## config.mk

```make
export PLATFORM = sky130hd
export DESIGN_NAME = scan_tap_top
export DESIGN_NICKNAME = d
export VERILOG_FILES = /design/src/rtl/scan_tap_pkg.sv /design/src/rtl/scan_tap_fsm.sv /design/src/rtl/scan_tap_ir.sv /design/src/rtl/scan_tap_dr.sv /design/src/rtl/scan_tap_top.sv
export SDC_FILE = /design/constraint.sdc
export NUM_CORES = 1
export LEC_CHECK = 0
export ABC_AREA = 1
export BUFFER_PORTS_ARGS = -buffer_cell sky130_fd_sc_hd__buf_2
export CAP_MARGIN = 20
export CORE_UTILIZATION = 59
export CTS_BUF_LIST = sky130_fd_sc_hd__clkbuf_4 sky130_fd_sc_hd__clkbuf_8 sky130_fd_sc_hd__clkbuf_16
export DETAILED_ROUTE_END_ITERATION = 7
export PLACE_DENSITY = 0.8
export SLEW_MARGIN = 15
export SYNTH_ARGS = -nofsm -noshare
export SYNTH_HDL_FRONTEND = slang
export SYNTH_SLANG_ARGS = --single-unit
```

## constraint.sdc

```tcl
create_clock -name tck -period 1.79 [get_ports tck]
set_clock_uncertainty 0.05 [all_clocks]
set_input_delay 0.179 -clock tck [delete_from_list [all_inputs] [get_ports tck]]
set_output_delay 0.179 -clock tck [all_outputs]
set_load 0.03 [all_outputs]
```

## src/rtl/scan_tap_pkg.sv

```systemverilog
`timescale 1ns/1ps
package scan_tap_pkg;

  localparam int IR_W = 4;
  localparam int ID_W = 32;
  localparam int VER_W = 4;
  localparam logic [ID_W-VER_W-1:0] ID_BODY = 28'h0006351;

  typedef enum logic [3:0] {
    S_TLR, S_RTI,
    S_SEL_DR, S_CAP_DR, S_SH_DR, S_EX1_DR, S_PAU_DR, S_EX2_DR, S_UPD_DR,
    S_SEL_IR, S_CAP_IR, S_SH_IR, S_EX1_IR, S_PAU_IR, S_EX2_IR, S_UPD_IR
  } tap_state_t;

  localparam logic [IR_W-1:0] OP_SAMPLE = 4'b0001;
  localparam logic [IR_W-1:0] OP_HIZ    = 4'b0010;
  localparam logic [IR_W-1:0] OP_CLAMP  = 4'b0011;
  localparam logic [IR_W-1:0] OP_IDCODE = 4'b0110;
  localparam logic [IR_W-1:0] OP_EXTEST = 4'b1000;
  localparam logic [IR_W-1:0] OP_USER   = 4'b1001;
  localparam logic [IR_W-1:0] OP_PULSE  = 4'b1011;
  localparam logic [IR_W-1:0] OP_TRAIN  = 4'b1100;
  localparam logic [IR_W-1:0] IR_CAPT   = 4'b0001;

  typedef struct packed {
    logic byp;
    logic idc;
    logic bsc;
    logic udr;
    logic drive;
    logic hiz;
    logic pulse;
    logic train;
  } ir_dec_t;

  function automatic tap_state_t tap_next(tap_state_t s, logic m);
    case (s)
      S_TLR:    return m ? S_TLR    : S_RTI;
      S_RTI:    return m ? S_SEL_DR : S_RTI;
      S_SEL_DR: return m ? S_SEL_IR : S_CAP_DR;
      S_CAP_DR: return m ? S_EX1_DR : S_SH_DR;
      S_SH_DR:  return m ? S_EX1_DR : S_SH_DR;
      S_EX1_DR: return m ? S_UPD_DR : S_PAU_DR;
      S_PAU_DR: return m ? S_EX2_DR : S_PAU_DR;
      S_EX2_DR: return m ? S_UPD_DR : S_SH_DR;
      S_UPD_DR: return m ? S_SEL_DR : S_RTI;
      S_SEL_IR: return m ? S_TLR    : S_CAP_IR;
      S_CAP_IR: return m ? S_EX1_IR : S_SH_IR;
      S_SH_IR:  return m ? S_EX1_IR : S_SH_IR;
      S_EX1_IR: return m ? S_UPD_IR : S_PAU_IR;
      S_PAU_IR: return m ? S_EX2_IR : S_PAU_IR;
      S_EX2_IR: return m ? S_UPD_IR : S_SH_IR;
      S_UPD_IR: return m ? S_SEL_DR : S_RTI;
      default:  return S_TLR;
    endcase
  endfunction

  function automatic ir_dec_t ir_decode(logic [IR_W-1:0] op);
    ir_dec_t d;
    d = '0;
    case (op)
      OP_SAMPLE: d.bsc = 1'b1;
      OP_HIZ:    begin d.byp = 1'b1; d.hiz = 1'b1; end
      OP_CLAMP:  begin d.byp = 1'b1; d.drive = 1'b1; end
      OP_IDCODE: d.idc = 1'b1;
      OP_EXTEST: begin d.bsc = 1'b1; d.drive = 1'b1; end
      OP_USER:   d.udr = 1'b1;
      OP_PULSE:  begin d.bsc = 1'b1; d.drive = 1'b1; d.pulse = 1'b1; end
      OP_TRAIN:  begin d.bsc = 1'b1; d.drive = 1'b1; d.train = 1'b1; end
      default:   d.byp = 1'b1;
    endcase
    return d;
  endfunction

  function automatic logic [ID_W-1:0] id_word(logic [VER_W-1:0] ver);
    return {ver, ID_BODY};
  endfunction

endpackage

```

## src/rtl/scan_tap_fsm.sv

```systemverilog
`timescale 1ns/1ps
module scan_tap_fsm
  import scan_tap_pkg::*;
(
  input  logic       tck,
  input  logic       trst_n,
  input  logic       tms,
  output tap_state_t state
);

  localparam int RUN_W = 3;
  localparam logic [RUN_W-1:0] RUN_MAX = 3'd5;

  logic [RUN_W-1:0] tms_run;

  always_ff @(posedge tck or negedge trst_n) begin
    if (!trst_n) state <= S_TLR;
    else         state <= tap_next(state, tms);
  end

  // consecutive TMS-high edge count, observed by the checker below
  always_ff @(posedge tck or negedge trst_n) begin
    if (!trst_n)             tms_run <= '0;
    else if (!tms)           tms_run <= '0;
    else if (tms_run != RUN_MAX) tms_run <= tms_run + 1'b1;
  end

  p_five_high_tlr_r2: assert property (@(posedge tck) disable iff (!trst_n)
    (tms && tms_run >= 3'd4) |=> state == S_TLR);

  p_tlr_exit_r1: assert property (@(posedge tck) disable iff (!trst_n)
    (state == S_TLR && !tms) |=> state == S_RTI);

endmodule

```

## src/rtl/scan_tap_ir.sv

```systemverilog
`timescale 1ns/1ps
module scan_tap_ir
  import scan_tap_pkg::*;
(
  input  logic            tck,
  input  logic            trst_n,
  input  tap_state_t      state,
  input  logic            tdi,
  output logic [IR_W-1:0] ir_q,
  output logic            ir_so
);

  logic [IR_W-1:0] ir_sr;

  always_ff @(posedge tck or negedge trst_n) begin
    if (!trst_n) begin
      ir_sr <= '0;
      ir_q  <= OP_IDCODE;
    end else begin
      case (state)
        S_TLR:    ir_q  <= OP_IDCODE;
        S_CAP_IR: ir_sr <= IR_CAPT;
        S_SH_IR:  ir_sr <= {tdi, ir_sr[IR_W-1:1]};
        S_UPD_IR: ir_q  <= ir_sr;
        default:  ;
      endcase
    end
  end

  assign ir_so = ir_sr[0];

  p_capture_pattern_r4: assert property (@(posedge tck) disable iff (!trst_n)
    state == S_CAP_IR |=> ir_so == 1'b1 && ir_sr[1] == 1'b0);

  p_update_takes_r5: assert property (@(posedge tck) disable iff (!trst_n)
    state == S_UPD_IR |=> ir_q == $past(ir_sr));

  p_hold_outside_r5: assert property (@(posedge tck) disable iff (!trst_n)
    (state != S_UPD_IR && state != S_TLR) |=> $stable(ir_q));

  p_reset_idcode_r3: assert property (@(posedge tck) disable iff (!trst_n)
    state == S_TLR |=> ir_q == OP_IDCODE);

endmodule

```

## src/rtl/scan_tap_dr.sv

```systemverilog
`timescale 1ns/1ps
module scan_tap_dr
  import scan_tap_pkg::*;
#(
  parameter logic [VER_W-1:0] VERSION = 4'hA
)(
  input  logic       tck,
  input  logic       trst_n,
  input  tap_state_t state,
  input  logic       tdi,
  input  ir_dec_t    dec,
  output logic       byp_so,
  output logic       id_so
);

  logic [ID_W-1:0] id_sr;
  logic            byp_q;

  always_ff @(posedge tck or negedge trst_n) begin
    if (!trst_n) byp_q <= 1'b0;
    else if (dec.byp && state == S_CAP_DR) byp_q <= 1'b0;
    else if (dec.byp && state == S_SH_DR)  byp_q <= tdi;
  end

  always_ff @(posedge tck or negedge trst_n) begin
    if (!trst_n) id_sr <= '0;
    else if (dec.idc && state == S_CAP_DR) id_sr <= id_word(VERSION);
    else if (dec.idc && state == S_SH_DR)  id_sr <= {tdi, id_sr[ID_W-1:1]};
  end

  assign byp_so = byp_q;
  assign id_so  = id_sr[0];

  p_byp_zero_r7: assert property (@(posedge tck) disable iff (!trst_n)
    (dec.byp && state == S_CAP_DR) |=> byp_so == 1'b0);

  p_byp_delay_r7: assert property (@(posedge tck) disable iff (!trst_n)
    (dec.byp && state == S_SH_DR) |=> byp_so == $past(tdi));

  p_id_lsb_r8: assert property (@(posedge tck) disable iff (!trst_n)
    (dec.idc && state == S_CAP_DR) |=> id_so == 1'b1);

endmodule

```

## src/rtl/scan_tap_top.sv

```systemverilog
`timescale 1ns/1ps
module scan_tap_top
  import scan_tap_pkg::*;
#(
  parameter logic [3:0] VERSION = 4'hA
)(
  input  logic tck,
  input  logic trst_n,
  input  logic tms,
  input  logic tdi,
  input  logic bscan_so,
  input  logic udr_so,
  output logic tdo,
  output logic tdo_oe,
  output logic chain_capture,
  output logic chain_shift,
  output logic chain_update,
  output logic sel_bscan,
  output logic sel_udr,
  output logic mode_drive,
  output logic mode_hiz,
  output logic ac_strobe
);

  tap_state_t      state;
  logic [IR_W-1:0] ir_q;
  logic            ir_so;
  logic            byp_so;
  logic            id_so;
  ir_dec_t         dec;
  logic            ext_sel;
  logic            in_shift;
  logic            dr_so;
  logic            tdo_nxt;
  logic            ac_q;

  scan_tap_fsm u_fsm (
    .tck(tck), .trst_n(trst_n), .tms(tms), .state(state)
  );

  scan_tap_ir u_ir (
    .tck(tck), .trst_n(trst_n), .state(state), .tdi(tdi),
    .ir_q(ir_q), .ir_so(ir_so)
  );

  assign dec = ir_decode(ir_q);

  scan_tap_dr #(.VERSION(VERSION)) u_dr (
    .tck(tck), .trst_n(trst_n), .state(state), .tdi(tdi), .dec(dec),
    .byp_so(byp_so), .id_so(id_so)
  );

  assign ext_sel       = dec.bsc | dec.udr;
  assign chain_capture = ext_sel && state == S_CAP_DR;
  assign chain_shift   = ext_sel && state == S_SH_DR;
  assign chain_update  = ext_sel && state == S_UPD_DR;
  assign sel_bscan     = dec.bsc;
  assign sel_udr       = dec.udr;
  assign mode_drive    = dec.drive;
  assign mode_hiz      = dec.hiz;

  always_comb begin
    dr_so = byp_so;
    if (dec.idc)      dr_so = id_so;
    else if (dec.bsc) dr_so = bscan_so;
    else if (dec.udr) dr_so = udr_so;
  end

  assign in_shift = (state == S_SH_DR) || (state == S_SH_IR);
  assign tdo_nxt  = (state == S_SH_IR) ? ir_so : (state == S_SH_DR) ? dr_so : 1'b0;

  always_ff @(negedge tck or negedge trst_n) begin
    if (!trst_n) begin
      tdo    <= 1'b0;
      tdo_oe <= 1'b0;
    end else begin
      tdo    <= tdo_nxt;
      tdo_oe <= in_shift;
    end
  end

  always_ff @(negedge tck or negedge trst_n) begin
    if (!trst_n)                           ac_q <= 1'b0;
    else if (state == S_RTI && dec.pulse)  ac_q <= 1'b1;
    else if (state == S_RTI && dec.train)  ac_q <= ~ac_q;
    else                                   ac_q <= 1'b0;
  end

  assign ac_strobe = ac_q;

  p_oe_in_shift_r11: assert property (@(posedge tck) disable iff (!trst_n)
    tdo_oe |-> (state == S_SH_DR || state == S_SH_IR));

  p_one_path_r6: assert property (@(posedge tck) disable iff (!trst_n)
    $onehot({dec.byp, dec.idc, dec.bsc, dec.udr}));

  p_strobes_excl_r9: assert property (@(posedge tck) disable iff (!trst_n)
    $onehot0({chain_capture, chain_shift, chain_update}));

  p_ac_only_rti_r12: assert property (@(posedge tck) disable iff (!trst_n)
    ac_strobe |-> (state == S_RTI && (dec.pulse || dec.train)));

  p_hiz_not_drive_r10: assert property (@(posedge tck) disable iff (!trst_n)
    !(mode_hiz && mode_drive));

endmodule

```

==> impl_metrics.ini, run 1 <==
[status]
status = complete, but fails checks
violations = negative setup slack

[drt]
drt-met1-wl_um = 2250
dr_wl_met3_um = 242
vias = 2089
wl_um = 5480
first_pass_iters = 4
met2WireLength_um = 2870
avgViaCountPerCell = 5.32
drtIter0Drc = 193
detail-route-antenna-nets = 0
top_layer = met4
drc = 0
post_drt_wl_per_cell_um = 13.9

[clocking]
cts_root_buf = clkbuf_8
cts_tree = yes
cts_max_level = 2
insertion_delay_ps = 310
cts_buffers = 5
clock_path_buffers = 2
clk_pin_slew_worst_paths_ps = 90
cts.sinks = 48

[floorplan]
dieHeight_um = 65.7
fp-row-count = 22
start_util_pct = 63.4
die_area_um2 = 4310
die_x_um = 65.7
core_um2 = 3770
num_io_pins = 16

[yosys]
synth_edf_count = 0
syn_area_per_cell_um2 = 8.39
synth_seq_area_share_pct = 50.3
syn_inst = 285
ys_types = 30
netlist_area_um2 = 2390
yosys.area.top_type = dfrtp_1
ys_warn_count = 0
synth_top_area_share_pct = 45.0
syn_nets = 291
synthTopCellsByArea = dfrtp_1 45%, nand2_1 15%, o21ai_2 7.7%
synth.most_common_cell = nand2_1
async_reset_ff_share_pct = 100
synth_commonest_cells = 97 x nand2_1, 43 x dfrtp_1, 25 x inv_1
synth_flop_cell = dfrtp_1
synth-seq-cells = 48

[place]
post-dp-hpwl_um = 3530
placed_area_um2 = 2760
gp_congestion = 0.915
port_buffers = 15

[timing]
setup_viol = 11
rsz0062_at_grt = true
hold_violations = 0
slew_viol_final = 0
worstMarginPinSlew_ps = 538
slew_headroom_pct = 64.1
setup_slack_ps = -651

[finish]
utilization_pct = 80.3
synthToLayoutAreaGrowth_pct = 26.5
nNetsFinal = 350
final_area_um2 = 3030
drive_gt1_share_pct = 37.1
n_fill_cell = 257
num_antenna_cells = 0
seq_area_um2 = 1200
multi_input_area_um2 = 1060

[min_path]
min_from = tms
hold_path.class = input port to flip-flop
min_to = u_fsm.state[3]
hold_depth = 3

[worst_setup_path]
reg2reg_to = tdo
cp-start-kind = flip-flop
r2r_cells = 9
worst-setup-path-type = flip-flop to flip-flop
r2r_start = u_ir.ir_q[2]
cp.arrival_ps = 1660
rrSetupSlack_ps = -650
cp-end-kind = flip-flop
cp.required_ps = 1010
critPathMaxFanout = 4

[power_and_ir_drop]
finalPower_uw = 4230
p_leak_uw = 0.00156
ir_worst_vdd_v = 0.00103
powerDensity_nw_per_um2 = 1400

[grt]
gr-usage-all-layers_pct = 27.5
grt_pass1_vias = 2056
overflow = 0
antenna_found_initial = 0
grt_pass1_wl_um = 8730
grt_max_degree = 44

[flow_run]
cap_violations = 0
==> flip-flops by register name (all words and copies together), names as in the netlist <==
| signal | flops |
|---|---|
| ac_strobe | 1 |
| tdo | 1 |
| tdo_oe | 1 |
| u_dr.byp_so | 1 |
| u_dr.id_sr | 32 |
| u_fsm.state | 4 |
| u_ir.ir_q | 4 |
| u_ir.ir_sr | 4 |
==> what timing repair did <==
item,4_1_cts,5_1_grt
endpoints found under the hold margin,2,0
resized for setup,20,14
hold buffers,1,0
setup endpoints to repair,11,13
setup buffers,6,3
pin swaps,5,6
==> stage by stage <==
| stage | worst slack [ps] | std cells | hold WS (ps) | TNS, ps |
|---|---|---|---|---|
| 6_report | -651 | 393 | 127 | -2840 |
| 5_1_grt | -713 | 393 | 150 | -3380 |
| 4_1_cts | -442 | 390 | 121 | -1990 |
| 3_5_place_dp | -473 | 375 | -35.3 | -960 |
| 3_3_place_gp | -410 | 375 | -36.1 | -772 |
| 2_1_floorplan | -447 | 285 | -167 | -661 |
==> layout make-up <==
type                            count  area share [%]
Sequential cell                    48            39.8
Multi-Input combinational cell    198            34.9
Timing Repair Buffer               60            16.3
Inverter                           31            3.97
Clock buffer                        7            2.77
Tap cell                           48            1.98
Clock inverter                      1           0.289
==> routing by layer <==
metal,vias up,track usage [%]
met2,60,48.6
li1,1023,-
met4,0,10.6
met1,996,33.0
met3,10,4.69
met5,-,0
==> worst max-delay path, stage by stage, from the launching register on <==
cell and delay [ps]:
dfstp_2 590, nand2_1 70, inv_1 70, nand2_1 100, nand2_2 110, nor2_1 70
nand2_1 100, nand3_1 110, nand2_1 70, nand2_1 50
==> cell families after synthesis <==
logic type,after synthesis,synth area share [%]
flip-flops,48,50.3
buffers and inverters,39,8.00
AND/OR/NAND/NOR,146,26.7
AO/OA/AOI/OAI,52,15.0
==> power by group <==
group	internal [uW]	total, uW	switching, uW
clock network	310	669	359
logic	820	1980	1160
registers	1400	1580	183
total	2530	4230	1700
==> worst max path at each step <==
| stage | from | endpoint | cells past startpoint |
|---|---|---|---|
| floorplan | u_ir.ir_q[2] | tdo | 9 |
| global placement | u_ir.ir_q[1] | tdo | 9 |
| detailed placement | u_ir.ir_q[1] | tdo | 9 |
| CTS | u_ir.ir_q[1] | tdo | 9 |
| global route | u_ir.ir_q[0] | tdo | 9 |
| finish | u_ir.ir_q[2] | tdo | 9 |
==> placed cells by master (no fill, tap or decap), types with 3 or more instances in the layout <==
master,n
buf_6,8
dfrtn_1,3
nand2_2,6
buf_2,6
o21ai_0,17
dfrtp_1,43
buf_4,42
o21ai_2,21
inv_2,9
nor2_4,5
nand3_1,8
inv_1,19
nand2_1,91
clkbuf_4,3
clkbuf_8,5
o22ai_1,5
nor2_2,7
nand2_4,6
nor2_1,18
Note: power is estimated with default switching activity, not from simulation.
==> run 2, diff against run 1 <==
CTS_BUF_LIST = sky130_fd_sc_hd__clkbuf_16   (was sky130_fd_sc_hd__clkbuf_4 sky130_fd_sc_hd__clkbuf_8 sky130_fd_sc_hd__clkbuf_16)
SKIP_CTS_REPAIR_TIMING = 1   (was unset)
==> run 2 against run 1 <==
  * Via count down 3.7%
  * Core utilization shrank 0.30 points
  * Setup slack improved by 190 ps
  * Total power rose by 4.0%
  * Largest power group unchanged
  * Sequential power barely moved
  * Routed wire length shrank 7.4%
  * The flow still finishes with violations (negative setup slack)
==> impl_metrics.ini, run 2 (synthesis gave the netlist of run 1 again) <==
[finish]
n_fill_cell = 265
synthToLayoutAreaGrowth_pct = 26.0
num_antenna_cells = 0
largest_reg_flops = 32
final_common_cell = nand2_1
multi_input_area_um2 = 1040
mostFrequentLayoutCells = 91 x nand2_1, 43 x dfrtp_1, 36 x buf_4
seq_area_um2 = 1200
drive_gt1_share_pct = 34.8
utilization_pct = 80.0
nNetsFinal = 344
regMostFlops = u_dr.id_sr

[floorplan]
die_area_um2 = 4310
dieHeight_um = 65.7
start_util_pct = 63.4
die_x_um = 65.7
fp-row-count = 22
num_io_pins = 16
core_um2 = 3770

[worst_setup_path]
worst-setup-path-type = flip-flop to flip-flop
cp-end-kind = flip-flop
critPathMaxFanout = 5
cp.arrival_ps = 1460
cp-start-kind = flip-flop
cp.required_ps = 1000

[clocking]
cts_tree = yes
insertion_delay_ps = 290
cts_root_buf = clkbuf_16
cts_buffers = 5
cts.sinks = 48
clk_pin_slew_worst_paths_ps = 70
clock_path_buffers = 2
cts_max_level = 2

[timing]
hold_violations = 0
worstMarginPinSlew_ps = 519
slew_viol_final = 0
setup_slack_ps = -463
slew_headroom_pct = 65.4
rsz0062_at_grt = true
whs_ps = 148
setup_viol = 10

[place]
gp_congestion = 0.915
post-dp-hpwl_um = 3530
port_buffers = 15

[grt]
grt_pass1_wl_um = 8390
gr-usage-all-layers_pct = 26.4
grt_max_degree = 44
grt_pass1_vias = 1941
antenna_found_initial = 0
overflow = 0

[drt]
avgViaCountPerCell = 5.20
detail-route-antenna-nets = 0
post_drt_wl_per_cell_um = 13.1
first_pass_iters = 4
wl_um = 5080
vias = 2012
drtIter0Drc = 126
drc = 0

[power_and_ir_drop]
finalPower_uw = 4400
p_leak_uw = 0.00155
powerDensity_nw_per_um2 = 1460
ir_worst_vdd_v = 0.000855

[min_path]
hold_path.class = input port to flip-flop

[status]
status = complete, but fails checks
violations = negative setup slack

[flow_run]
cap_violations = 0
[run 2: changes by cell type in the layout (fill, tap and decap cells not counted), moves of 2 or more]
| cell | change |
|---|---|
| clkbuf_4 | -3 |
| clkbuf_16 | +5 |
| buf_4 | -6 |
| clkbuf_8 | -5 |
| inv_1 | +2 |
[run 2: metal layers]
layer / vias up / global-route usage [%] / routed length [um]
met4: 0 / 10.1 / 77
met2: 40 / 44.6 / 2720
met1: 954 / 33.1 / 2140
met5: - / 0 / 0
li1: 1010 / - / -
met3: 8 / 5.21 / 136
[run 2: cell type report]
cell class,instances,share of cell area [%]
clock buffers,5,4.15
flip-flops and latches,48,39.9
multi-input cells,198,34.6
well taps,48,1.99
inverters,31,3.98
clock inverters,3,0.539
repair buffers,54,14.8
[run 2: critical path, cell delays in order, from the launching register on]
cell and delay, ps:
dfstp_2 590, nand2_1 80, inv_1 60, nand2_1 60
nand2_2 80, nor2_1 50, nand2_1 60, nand3_1 70
nand2_1 60, nand2_1 60
[run 2: report_power, final]
part | internal [uW] | switching, uW | leakage [uW]
logic | 807 | 1110 | 0.000841
clock network | 510 | 386 | 0.0000764
registers | 1400 | 181 | 0.000635
total | 2720 | 1680 | 0.00155
[run 2: worst paths after layout]
kind | start | endpoint | slack (ps) | cells past startpoint
max | u_ir.ir_q[2] | tdo | -460 | 9
min | tms | u_fsm.state[3] | 150 | 3
max reg2reg | u_ir.ir_q[2] | tdo | -460 | 9
min reg2reg | u_dr.id_sr[25] | u_dr.id_sr[25] | 430 | 2
max in group asynchronous | trst_n | tdo_oe | 550 | 2
min in group asynchronous | trst_n | u_fsm.state[0] | 200 | 2
[run 2: through the flow]
stage / std cells / setup TNS [ps] / area (um^2) / worst slack (ps)
2_1_floorplan: 285 / -661 / 2410 / -447
3_5_place_dp: 375 / -960 / 2760 / -473
3_3_place_gp: 375 / -772 / 2760 / -410
5_1_grt: 387 / -2620 / 3020 / -527
6_report: 387 / -2010 / 3020 / -463
4_1_cts: 383 / -2310 / 2900 / -466
==> run 3, diff against run 2 <==
ABC_AREA = unset   (was 1)
CORE_UTILIZATION = 60   (was 59)
PLACE_DENSITY = 0.81   (was 0.8)
==> run 3 against run 2 <==
  * The run still ends with negative setup slack left
  * Core utilization decreased by 3.1 points
  * Hold slack got worse by 37 ps
  * First-iteration DRC count increased by 56%
  * Non-clock buffer count increased by 4
  * Register-to-register slack got worse by 120 ps
  * Die area increased by 2.0%
  * Combinational power increased by 63%
  * Largest cell class unchanged
  * Largest power group unchanged
  * Highest routed layer unchanged
==> impl_metrics.ini, run 3 <==
[yosys]
synth.most_common_cell = nand2_1
synth-seq-cells = 48
syn_area_per_cell_um2 = 9.00
synth_seq_area_share_pct = 48.5
synth_commonest_cells = 72 x nand2_1, 43 x dfrtp_1, 28 x o21ai_2
ys_warn_count = 0
synthTopCellsByArea = dfrtp_1 43%, nand2_1 11%, o21ai_2 9.9%
synth_flop_cell = dfrtp_1
syn_nets = 282
syn_inst = 276
synth_top_area_share_pct = 43.3
netlist_area_um2 = 2480
async_reset_ff_share_pct = 100
yosys.area.top_type = dfrtp_1
synth_edf_count = 0
ys_types = 44

[finish]
utilization_pct = 76.9
n_fill_cell = 256
final_common_cell = nand2_1
instances_no_fill = 368
drive_gt1_share_pct = 33.0
num_antenna_cells = 0
final_area_um2 = 3080
synthToLayoutAreaGrowth_pct = 23.8
seq_area_um2 = 1200
mostFrequentLayoutCells = 71 x nand2_1, 43 x dfrtp_1, 34 x buf_4
nNetsFinal = 324
largest_reg_flops = 32
multi_input_area_um2 = 1170
regMostFlops = u_dr.id_sr

[worst_setup_path]
cp-start-kind = flip-flop
worst-setup-path-type = flip-flop to flip-flop
critPathMaxFanout = 3
cp.required_ps = 1000
cp.arrival_ps = 1580
cp-end-kind = flip-flop

[clocking]
cts_max_level = 2
insertion_delay_ps = 290
cts.sinks = 48
cts_tree = yes
cts_root_buf = clkbuf_16
cts_buffers = 5
clk_pin_slew_worst_paths_ps = 60
clock_path_buffers = 2

[flow_run]
cap_violations = 0

[drt]
detail-route-antenna-nets = 0
vias = 2111
first_pass_iters = 4
drtIter0Drc = 196
drc = 0
wl_um = 5700
post_drt_wl_per_cell_um = 15.5
avgViaCountPerCell = 5.74

[status]
status = complete, but fails checks
violations = negative setup slack

[timing]
tns_ps = -5870
hold_violations = 0
rsz0062_at_grt = true
slew_headroom_pct = 64.5
setup_slack_ps = -578
worstMarginPinSlew_ps = 526
slew_viol_final = 0
setup_viol = 43

[power_and_ir_drop]
p_leak_uw = 0.00140
powerDensity_nw_per_um2 = 1880
ir_worst_vdd_v = 0.00128

[floorplan]
num_io_pins = 16
core_um2 = 4000
dieHeight_um = 66.3
fp-row-count = 23
start_util_pct = 62.1
die_x_um = 66.3
die_area_um2 = 4400

[grt]
grt_pass1_wl_um = 8780
gr-usage-all-layers_pct = 27.3
overflow = 0
grt_max_degree = 38
grt_pass1_vias = 1888
antenna_found_initial = 0

[place]
place_inst = 353
port_buffers = 15
post-dp-hpwl_um = 3520
gp_congestion = 0.833
placed_area_um2 = 2780

[min_path]
hold_path.class = input port to flip-flop
[run 3: through the flow]
stage          power [uW]  setup slack [ps]  hold WS (ps)
2_1_floorplan        3700              -550          -167
3_3_place_gp         4330              -586          20.0
3_5_place_dp         4450              -601          21.7
4_1_cts              5400              -598          -284
5_1_grt              6180              -645           121
6_report             5770              -578           111
[run 3: layout make-up]
class / count / area share [%]
repair buffers: 58 / 16.1
well taps: 50 / 2.03
multi-input cells: 203 / 38.0
inverters: 2 / 0.244
flip-flops and latches: 48 / 39.1
clock buffers: 5 / 4.07
clock inverters: 2 / 0.407
[run 3: cell families (layout without fill, tap and decap cells)]
| family | after synthesis | after routing | synth area share, % |
|---|---|---|---|
| compound gates | 71 | 71 | 20.3 |
| xor+xnor | 1 | 1 | 0.353 |
| buf+inv | 25 | 67 | 6.25 |
| flops | 48 | 48 | 48.5 |
| mux | 1 | 1 | 0.403 |
| simple gates | 130 | 130 | 24.2 |
[run 3: path summary, 6_finish.rpt]
kind                               startpoint             end  slack, ps  cells after the start
worst max-delay path             u_ir.ir_q[2]             tdo       -580                      4
worst min-delay path                      tdi   u_ir.ir_sr[3]        110                      3
worst max register to register   u_ir.ir_q[2]             tdo       -580                      4
worst min register to register  u_dr.id_sr[6]   u_dr.id_sr[6]        430                      2
max in group asynchronous              trst_n             tdo        420                      2
min in group asynchronous              trst_n  u_fsm.state[0]        250                      2
[run 3: power by group]
group          internal [uW]  total (uW)  switching, uW  leakage [uW]
Sequential              1490        1740            257      0.000635
Clock                    507         898            391     0.0000657
Combinational           1420        3130           1710      0.000695
Total                   3410        5770           2360       0.00140
[run 3: routing by layer]
layer | share of wire, % | track usage (%)
met5 | 0 | 0
met4 | 2.2 | 11.2
met3 | 4.2 | 6.38
met2 | 52 | 42.7
met1 | 42 | 36.2
[run 3: worst max-delay path: stages (launching register included)]
cell       delay, ps
dfstp_2          540
and4b_1          220
o31ai_2          180
o2111ai_1        150
a22o_1           200
